<file path="config.mk">
export PLATFORM = sky130hd
export DESIGN_NAME = irq_prio_ctrl
export DESIGN_NICKNAME = d
export VERILOG_FILES = /design/src/rtl/irq_prio_ctrl.sv
export SDC_FILE = /design/constraint.sdc
export NUM_CORES = 1
export LEC_CHECK = 0
export ABC_AREA = 1
export ABC_CLOCK_PERIOD_IN_PS = 86200
export BUFFER_PORTS_ARGS = -buffer_cell sky130_fd_sc_hd__buf_2
export CAP_MARGIN = 40
export CORE_MARGIN = 5
export CORE_UTILIZATION = 51
export CTS_BUF_LIST = sky130_fd_sc_hd__clkbuf_8 sky130_fd_sc_hd__clkbuf_16
export CTS_CLUSTER_DIAMETER = 100
export DETAILED_ROUTE_END_ITERATION = 8
export HOLD_SLACK_MARGIN = 0.12
export PLACE_DENSITY_LB_ADDON = 0.2
export SLEW_MARGIN = 10
export SYNTH_ARGS = -nofsm -noshare
export SYNTH_HDL_FRONTEND = slang
export SYNTH_SLANG_ARGS = --single-unit
export TNS_END_PERCENT = 30
</file>
<file path="constraint.sdc">
create_clock -name clk -period 86.2 [get_ports clk]
set_input_delay 12.93 -clock clk [delete_from_list [all_inputs] [get_ports clk]]
set_output_delay 12.93 -clock clk [all_outputs]
set_load 0.01 [all_outputs]
</file>
<file path="src/rtl/irq_prio_ctrl.sv">
`timescale 1ns/1ps
module irq_prio_ctrl #(
  parameter int NSRC   = 64,
  parameter int ADDR_W = 8,
  parameter int DATA_W = 32
) (
  input  logic              clk,
  input  logic              rst_n,
  input  logic [NSRC-1:0]   irq_in,
  input  logic              sel,
  input  logic              we,
  input  logic [ADDR_W-1:0] addr,
  input  logic [DATA_W-1:0] wdata,
  output logic [DATA_W-1:0] rdata,
  output logic              cpu_irq
);
  localparam int IDXW = $clog2(NSRC);
  localparam int NMR  = NSRC / 16;
  localparam int NLR  = NSRC / 4;
  localparam logic [ADDR_W-1:0] A_CTRL = ADDR_W'(8'h00);
  localparam logic [ADDR_W-1:0] A_THR  = ADDR_W'(8'h04);
  localparam logic [ADDR_W-1:0] A_ECA  = ADDR_W'(8'h08);
  localparam logic [ADDR_W-1:0] A_STAT = ADDR_W'(8'h0C);
  localparam logic [ADDR_W-1:0] A_ECB  = ADDR_W'(8'h10);
  localparam logic [ADDR_W-1:0] A_MODE = ADDR_W'(8'h20);
  localparam logic [ADDR_W-1:0] A_LVL  = ADDR_W'(8'h40);

  logic            en_q;
  logic [2:0]      thr_q;
  logic [1:0]      mode_q [NSRC];
  logic [2:0]      lvl_q  [NSRC];
  logic [NSRC-1:0] s1, s2, s3, lat_q, pend, clr_v;
  logic            found;
  logic [IDXW-1:0] win_idx;
  logic [2:0]      win_lvl;

  wire wr = sel & we;

  always_ff @(posedge clk or negedge rst_n)
    if (!rst_n) {s3, s2, s1} <= '0;
    else        {s3, s2, s1} <= {s2, s1, irq_in};

  always_comb
    for (int i = 0; i < NSRC; i++) begin
      int b, h, x;
      b = i / 32; h = (i / 16) % 2; x = i % 16;
      clr_v[i] = wr && addr == (b != 0 ? A_ECB : A_ECA) &&
                 wdata[8 + 16*h] && wdata[16*h +: 4] == 4'(x);
    end

  always_ff @(posedge clk or negedge rst_n)
    if (!rst_n) lat_q <= '0;
    else
      for (int i = 0; i < NSRC; i++)
        if (mode_q[i][1] && (mode_q[i][0] ? (s2[i] & ~s3[i]) : (~s2[i] & s3[i])))
          lat_q[i] <= 1'b1;
        else if (clr_v[i])
          lat_q[i] <= 1'b0;

  always_comb
    for (int i = 0; i < NSRC; i++)
      pend[i] = (i != 0) && (mode_q[i][1] ? lat_q[i] : (mode_q[i][0] ? s2[i] : ~s2[i]));

  always_ff @(posedge clk or negedge rst_n)
    if (!rst_n) begin
      en_q  <= 1'b0;
      thr_q <= '0;
      for (int i = 0; i < NSRC; i++) begin
        mode_q[i] <= 2'b00;
        lvl_q[i]  <= 3'd0;
      end
    end else if (wr) begin
      if (addr == A_CTRL) en_q  <= wdata[0];
      if (addr == A_THR)  thr_q <= wdata[2:0];
      for (int i = 0; i < NSRC; i++) begin
        if (addr == A_MODE + ADDR_W'(4 * (i / 16))) mode_q[i] <= wdata[2*(i%16) +: 2];
        if (addr == A_LVL  + ADDR_W'(4 * (i / 4)))  lvl_q[i]  <= wdata[8*(i%4) +: 3];
      end
    end

  always_comb begin
    found   = 1'b0;
    win_idx = '0;
    win_lvl = thr_q;
    for (int i = 0; i < NSRC; i++)
      if (pend[i] && lvl_q[i] > win_lvl) begin
        found   = 1'b1;
        win_idx = IDXW'(i);
        win_lvl = lvl_q[i];
      end
  end

  assign cpu_irq = en_q & found;

  always_comb begin
    rdata = '0;
    if (addr == A_CTRL) rdata[0] = en_q;
    if (addr == A_THR)  rdata[2:0] = thr_q;
    if (addr == A_STAT) begin
      rdata[16]       = ~found;
      rdata[IDXW-1:0] = win_idx;
    end
    for (int k = 0; k < NMR; k++)
      if (addr == A_MODE + ADDR_W'(4 * k))
        for (int j = 0; j < 16; j++) rdata[2*j +: 2] = mode_q[16*k + j];
    for (int k = 0; k < NLR; k++)
      if (addr == A_LVL + ADDR_W'(4 * k))
        for (int j = 0; j < 4; j++) rdata[8*j +: 3] = lvl_q[4*k + j];
  end

  p_src0_never_wins_r1: assert property (@(posedge clk) disable iff (!rst_n)
    found |-> win_idx != '0);
  p_latch_holds_r3: assert property (@(posedge clk) disable iff (!rst_n)
    (($past(lat_q) & ~lat_q & ~$past(clr_v)) == '0));
  p_above_thresh_r5: assert property (@(posedge clk) disable iff (!rst_n)
    cpu_irq |-> win_lvl > thr_q);
  p_off_is_quiet_r6: assert property (@(posedge clk) disable iff (!rst_n)
    $past(wr && addr == A_CTRL && !wdata[0]) |-> !cpu_irq);
  p_irq_has_winner_r7: assert property (@(posedge clk) disable iff (!rst_n)
    cpu_irq |-> found && pend[win_idx]);
endmodule

</file>
==> results list, run 1 <==
* Vias after detailed routing: 28,000
- Most repeated library cell on the critical path: nand2_1
* CTS root buf: clkbuf_16
- The floorplan step set the die height to 257 µm.
* Core Footprint: 60,500 µm²
- For this run, the number of standard cells in the final layout without fillers is 4,984.
- For this run, the slowest stage of the critical path takes ~0.37 ns.
- Routability-driven placement finished with a final weighted congestion of 0.993.
* Drc violations: 0
* TritonCTS clock tree: built
* Period utilisation layout: 0.941
- Dividing total power by cell area gives a power density of 21.6 nW/µm².
* Fin crit period: ~81 ns
- Pin count of the biggest net entering global routing: about 110
- After the first detailed-routing iteration, the DRC count stood at approximately 2,800.
- STA classifies the critical path endpoint as an output port.
* NumNets Final: 4,320
- The cell count after synthesis came out at 3,973.
- Data required time of the critical path: around 73 ns
- Counting flops and latches in the post-synthesis netlist gives ~580.
- EDFF count, synth: 0
- The number of max-slew violations in the final report is 0.
* Iteration count of the initial detailed-routing pass: 8
- Total track usage: 0.306
- Via count of the first global-routing pass: 26,000
* Worst rel slew slack: 0.357
- STA puts the critical path data arrival time at 68.16 ns.
- Layer with the highest usage: met2
- The first global-routing pass estimated 155,000 µm of wire.
- Relative to the synthesized area, the layout overhead comes to 14.7%.
- Top-Level Pins: 141
- For this run, the leading register cell type out of synthesis is dfrtp_1.
- Total half-perimeter wirelength after legalization and detailed placement: 76,400 µm
- The initial antenna violation count is 6.
- Net Count, Synth: 4,150
- Number of synthesis warnings: 0
* FP Rows: 90
- Wire length per cell: ~21 µm
- Area of the mapped netlist: ~31,000 µm²
- Avg Vias per Cell: 5.61
- Count of clock tree sinks: 576
* IR Drop Worst-Case VDD: about 0.025 mV
- Worst-Skew Late Latency: 0.66 ns
* Leading area contributor after synthesis: dfrtp_1
* Transition at the pin with the smallest max-transition slack: 0.955 ns
- Worst-case clock skew: 0.0290 ns
* Number of distinct standard cells referenced by the synthesized netlist: 48
- After clock tree synthesis, the flow added hold-fix buffers numbering 0.
- The critical path is of the flip-flop to output port type.
- In the global route stage, met3 resource usage came out at 0.0832.
* Die boundary width: around 260 µm
- Outcome: completed
- Residual antenna-violating net count after detailed routing: 0
- Leaving out fill and tap cells, the most frequent cell in the layout is nand2_1.
- Most area-consuming cells after synthesis: dfrtp_1, nand2_1, o21ai_0
- Max-cap violation count: 0
- Setup-violating endpoint count in the final report: 0
* Critical Path Fanout Max: 10
* Number of buffers on the longest clock path: 3
- Summed over all cells, the static leakage comes to 0.0164 µW.
* Final worst slack: between 5 and 6 ns
* Global-route congestion overflow total: 0
- Summed over all failing endpoints, the final setup total negative slack is 0 ns.
- Global Route met2 Usage: 0.469
- Number of clock buffers inserted by TritonCTS: ~60
* Syn avg cell area: ~7.8 µm²
* Number of buffers inserted by port buffering: between 100 and 150
* Hold/Removal Path Class: flip-flop to flip-flop
- Final routed wirelength across all metal layers: between 100,000 and 150,000 µm
- Top library cells by usage in the layout, fill and taps aside: nand2_1, dfrtp_1, o21ai_0, inv_1, nand3_1
- Share of cells above drive strength 1: 0.179
- Post-synth ARST share: 1.00
- Proportion of netlist area held by the largest area contributor: 0.463
- The number of hold violations in the final report is 0.
- Pre-CTS WS: between 0.3 and 0.4 ns
- The largest individual stage delay along the critical path comes from the cell dfrtp_1.
- For this run, global-route usage on met1 was measured as 0.408.
* Maximum clock frequency: 0.0123 GHz
- In this run the number of H-tree levels came out at 2.
- For this configuration, the core starts out at a cell density of 0.515.
* Die Area: between 60,000 and 70,000 µm²
- Fraction of the yosys area taken by sequential cells: 0.463
- STA classifies the critical path startpoint as a flip-flop.
- The number of placed instances, taps included, is 4,849.
- At the end of the flow the core is filled with cells to 0.591.
- Clock-pin transition on the worst setup and hold timing paths: about 0.070 ns
-- cell type report --
cell class,count,area (µm²)
fillers,5493,24700
multi-input cells,2865,15100
flip-flops and latches,576,14400
clock buffers,68,1620
inverters,427,1600
repair buffers,212,1400
well taps,782,978
clock inverters,48,634
diodes,6,15.0
-- Yosys cell counts (16+ instances only) --
library cell / number
or2_2: 42
o21ai_0: 620
nand2_4: 42
nand3_2: 54
o211ai_1: 17
dfrtp_1: 576
clkbuf_1: 94
a21oi_1: 117
nand2_1: 1097
inv_1: 363
xnor2_1: 26
nand3_1: 228
ha_1: 69
nor2_1: 215
nand2_2: 128
nor3_1: 17
o22ai_1: 28
a21oi_2: 16
inv_2: 55
nand4_1: 40
-- worst max-delay path, delay by kind of cell, from the launching register on --
kind	cells	cell delay (ns)
AND/OR/NAND/NOR	295	34.41
buffers and inverters	38	2.42
adder cells (fa/ha/maj)	63	17.48
AO/OA/AOI/OAI	103	12.77
flip-flops	1	0.37
-- kinds of logic (layout without fill, tap and decap cells) --
family,Yosys count,after routing,share of synthesized area
buffers and inverters,532,755,0.0657
flip-flops,576,576,0.463
multiplexers,26,26,0.00887
adder cells (fa/ha/maj),69,69,0.0277
other,0,6,0
AND/OR/NAND/NOR,1873,1873,0.274
XOR/XNOR,26,26,0.00731
AO/OA/AOI/OAI,871,871,0.154
-- where the power goes --
part	internal [µW]	switching [µW]
clock	173	119
sequential	279	8.24
combinational	65.3	127
-- what timing repair did --
| item | in CTS | in global routing |
|---|---|---|
| resized for setup | 8 | 137 |
| setup buffers | 1 | 9 |
| pin swaps | 1 | 10 |
| setup endpoints to repair | 6 | 8 |
-- state kept, by name, indices dropped and copies added (netlist names) --
register  cells
lvl_q       192
en_q          1
mode_q      128
s1           63
lat_q        63
thr_q         3
s2           63
s3           63
-- routing by layer --
| layer | vias to the layer above | routed length, µm |
|---|---|---|
| met3 | 241 | 10500 |
| met5 | - | 13 |
| li1 | 13400 | - |
| met4 | 2 | 5520 |
| met2 | 1125 | 45500 |
| met1 | 13200 | 42300 |
-- final timing paths --
path	slack (ns)	start	endpoint	depth (start not counted)
min in group asynchronous	12.32	rst_n	lvl_q[62]$_DFFE_PN0P_	1
worst min-delay path	0.35	s1[6]$_DFF_PN0_	s2[6]$_DFF_PN0_	0
worst min register to register	0.35	s1[6]$_DFF_PN0_	s2[6]$_DFF_PN0_	0
max in group asynchronous	71.70	rst_n	s3[53]$_DFF_PN0_	4
worst max register to register	85.09	mode_q[18]$_DFFE_PN0P_	lat_q[54]$_DFFE_PN0P_	4
worst max-delay path	5.11	thr_q[2]$_DFFE_PN0P_	rdata[16]	499
-- through the flow --
stage,cell area (µm²),hold slack (ns),power [µW]
5_1_grt,35700,0.352,807
2_1_floorplan,31200,0.331,420
6_report,35700,0.347,771
3_3_place_gp,32700,0.331,468
4_1_cts,35300,0.347,764
3_5_place_dp,33000,0.335,471
Note: power is estimated with default switching activity, not from simulation.
==> run 2: changes to the inputs <==
Settings changed: CORE_UTILIZATION 51 to 42, REMOVE_ABC_BUFFERS set to 1.
==> run 2 against run 1 <==
  * Non-clock buffer count up 3
  * Combinational power increased by 2%
  * Power up 2.2%
  * First-iteration DRC count decreased by 4.3%
  * Design area up 1.1%
  * Utilization down 9.7 points
  * Global-route usage down 3.5 points
  * Sequential share of layout area decreased by 0.46 points
  * Critical endpoint unchanged
==> results list, run 2 (same netlist as run 1, synthesis figures left out) <==
- The first-iteration detailed-routing DRC count came to 2,709 (-4.3%).
- The die boundary width came to 282 µm (+9.8%).
* Worst-case clock skew: 0.0167 ns (-0.0123 ns)
* Number of buffers on the longest clock path: 3 (unchanged)
- The pin count of the biggest net entering global routing was 108 (+0.93%).
- Commonest non-fill, non-tap cell in the layout: nand2_1
- The initial antenna violation count is 11 (+5).
- The worst setup path is launched from a flip-flop.
- The worst setup path is captured at an output port.
- Grouping stages by cell kind, the critical path spends the most delay in simple AND/OR/NAND/NOR gates.
* Total count of hold-check failures in the final report: 0 (unchanged)
- Hold path startpoint: s1[8]$_DFF_PN0_
- In the layout the commonest cells are nand2_1, dfrtp_1, o21ai_0, inv_1, nand3_1.
- The flow ran to the end, and the final reports show no timing, DRC or antenna violations.
- The path class of the tightest hold or removal check is flip-flop to flip-flop.
- The number of top-level design ports came to 141 (unchanged).
- The maximum level of the CTS H-tree is 3 (+1).
* Worst path slowest cell: dfrtp_1
- Number of filler instances in the final layout: 7,118 (+30%)
* Fin crit period: 81.23 ns (+0.136 ns)
* Clock-pin transition on the worst setup and hold timing paths: 0.06 ns (about the same)
* Maximum cell stage delay along the critical path: 0.43 ns (+0.06 ns)
- The normalized max-slew margin is 0.372 (+0.0154).
- The number of optimization iterations in the first detailed-route pass came to 5 (-3).
- Number of cells on the critical path: 497 (-0.40%)
- The global-route usage over all layers was 0.271 (-0.0348).
* Arrival time of the worst setup path: 68.30 ns (+0.14 ns)
* IR Drop Worst-Case VDD: 0.0168 mV (-34%)
* Number of clock buffers inserted by TritonCTS: 69 (+13%)
- Largest Register: lvl_q
* Routed length on met1: 48,500 µm (+15%)
- The effective utilization at floorplan is 0.426 (-0.0896).
* Routed wire length on met3: 8750 µm (-17%)
- Worst Hold Endpoint: s2[8]$_DFF_PN0_
- The final weighted congestion of routability-driven global placement was 0.968 (-2.5%).
- The footprint of the flip-flops and latches is 14,400 µm² (unchanged).
- R2R setup slack: 85.18 ns (+0.09 ns)
* Footprint of the multi-input gates: 15,100 µm² (+0.57%)
- Data required time of the critical path: 73.27 ns (about the same)
- The fraction of layout instances using a drive strength above 1 is 0.182 (+0.00251).
- Critical Path Fanout Max: 10 (unchanged)
- The via count of the first global-routing pass was 26,100 (+0.41%).
- FP Rows: 99 (+10%)
* Reg2Reg Depth: 4 (unchanged)
* Count of clock tree sinks: 576 (unchanged)
- Wire length per cell: 21.2 µm (+1.8%)
- Bufs and invs on worst path: 38 (unchanged)
* Final hold slack: 0.344 ns (-0.00323 ns)
- Final Max Tran Viols: 0 (unchanged)
- Residual antenna-violating net count after detailed routing: 0 (unchanged)
- Area added between synthesis and finish: 16.0%
- Largest registers: lvl_q: 192 flops, mode_q: 128 flops
- Final routed wirelength across all metal layers: 110,000 µm (+5.5%)
- The die extent in y was 282 µm (+9.8%).
* Vias after detailed routing: 27,900 (-0.34%)
- TritonCTS clock tree: built
- NumNets Final: 4,331 (+0.25%)
* Worst r2r dst: lat_q[1]$_DFFE_PN0P_
- Avg Vias per Cell: 5.40 (-3.9%)
- The highest layer touched by signal routing is met5.
* Cell area power density: 21.8 nW/µm² (+1.0%)
- The leakage component of the power was 0.0166 µW (+0.76%).
- The area inside the core boundary is 73,200 µm² (+21%).
* Global-route congestion overflow total: 0 (unchanged)
- Startpoint-to-endpoint class of the critical path: flip-flop to output port
- Setup-violating endpoint count in the final report: 0 (unchanged)
- The die outline area is 79,700 µm² (+21%).
- The share of the core filled with cells was 0.494 (-0.0972).
* Number of buffers inserted by port buffering: 139 (unchanged)
* Flip-flop count of the largest register, all copies and words added: 192 (unchanged)
- By instance count, the cell type seen most on the critical path is nand2_1.
- Transition at the pin with the smallest max-transition slack: 0.938 ns (-0.0164 ns)
- Max-cap violation count: 0 (unchanged)
* Drc violations: 0 (unchanged)
- CTS root buf: clkbuf_16
- The part of the cycle the worst path needs is 0.942 (+0.00158).
- The later-pin clock latency in the skew report was 0.62 ns (-0.04 ns).
- The timing-limited maximum frequency was 0.0123 GHz (-0.17%).
* Number of cells on the worst hold path: 0 (unchanged)
- Wire length of the first global-routing pass: 164,000 µm (+5.4%)
- The total met2 wirelength after detailed routing is 48,300 µm (+6.0%).
* Reg-to-Reg Start: s2[1]$_DFF_PN0_
* Total half-perimeter wirelength after legalization and detailed placement: 78,500 µm (+2.8%)
## run 2: changes by cell type in the layout (fill, tap and decap cells not counted), sizes merged
cell / delta
clkbuf: +6
clkinvlp: -4
inv: +4
buf: +3
diode: -3
bufinv: -2
clkdlybuf4s15: +1
## run 2: worst register-to-register path: cells and delay by family, from the launching register on
family	cells	cell delay, ns
AND/OR/NAND/NOR	2	0.21
flip-flops	1	0.44
AO/OA/AOI/OAI	1	0.22
buffers and inverters	1	0.04
## run 2: how the worst max path moves through the flow
stage	slack [ns]	endpoint	startpoint
5_1_grt	-0.32	rdata[16]	thr_q[1]$_DFFE_PN0P_
2_1_floorplan	9.21	rdata[16]	thr_q[2]$_DFFE_PN0P_
6_report	4.97	rdata[16]	thr_q[2]$_DFFE_PN0P_
3_5_place_dp	-0.56	rdata[16]	thr_q[2]$_DFFE_PN0P_
3_3_place_gp	0.04	rdata[16]	thr_q[2]$_DFFE_PN0P_
4_1_cts	0.03	rdata[16]	thr_q[2]$_DFFE_PN0P_
## run 2: area by class of cell
class,count,share of cell area
sequential,576,0.399
clock inverter,46,0.0150
inverter,427,0.0444
clock buffer,75,0.0501
tap,959,0.0332
antenna,3,0.000208
multi-input combinational,2865,0.419
timing repair buffer,215,0.0392
## run 2: where the power goes
part,internal [µW],switching [µW]
combinational,67.0,129
sequential,279,7.86
clock,182,122
## run 2: metal layers
layer  track usage  up-vias
met1         0.396    13200
met3        0.0407      200
met4        0.0913       10
met5             0        -
met2         0.417     1032
li1              -    13400
## run 2: what timing repair did
item,CTS,global route
pin swaps,2,22
setup buffers,1,15
hold buffers,0,0
setup endpoints to repair,8,8
resized for setup,16,141
## run 2: stage by stage
step	std cells	TNS [ns]	setup WS [ns]	total power [µW]	cell area [µm²]
floorplan	3868	0	9.21	419	30700
global placement	5005	0	0.0392	470	33000
detailed placement	5023	-0.744	-0.556	473	33200
CTS	5145	0	0.0284	780	35600
global route	5164	-0.503	-0.321	827	36100
finish	5166	0	4.97	787	36100
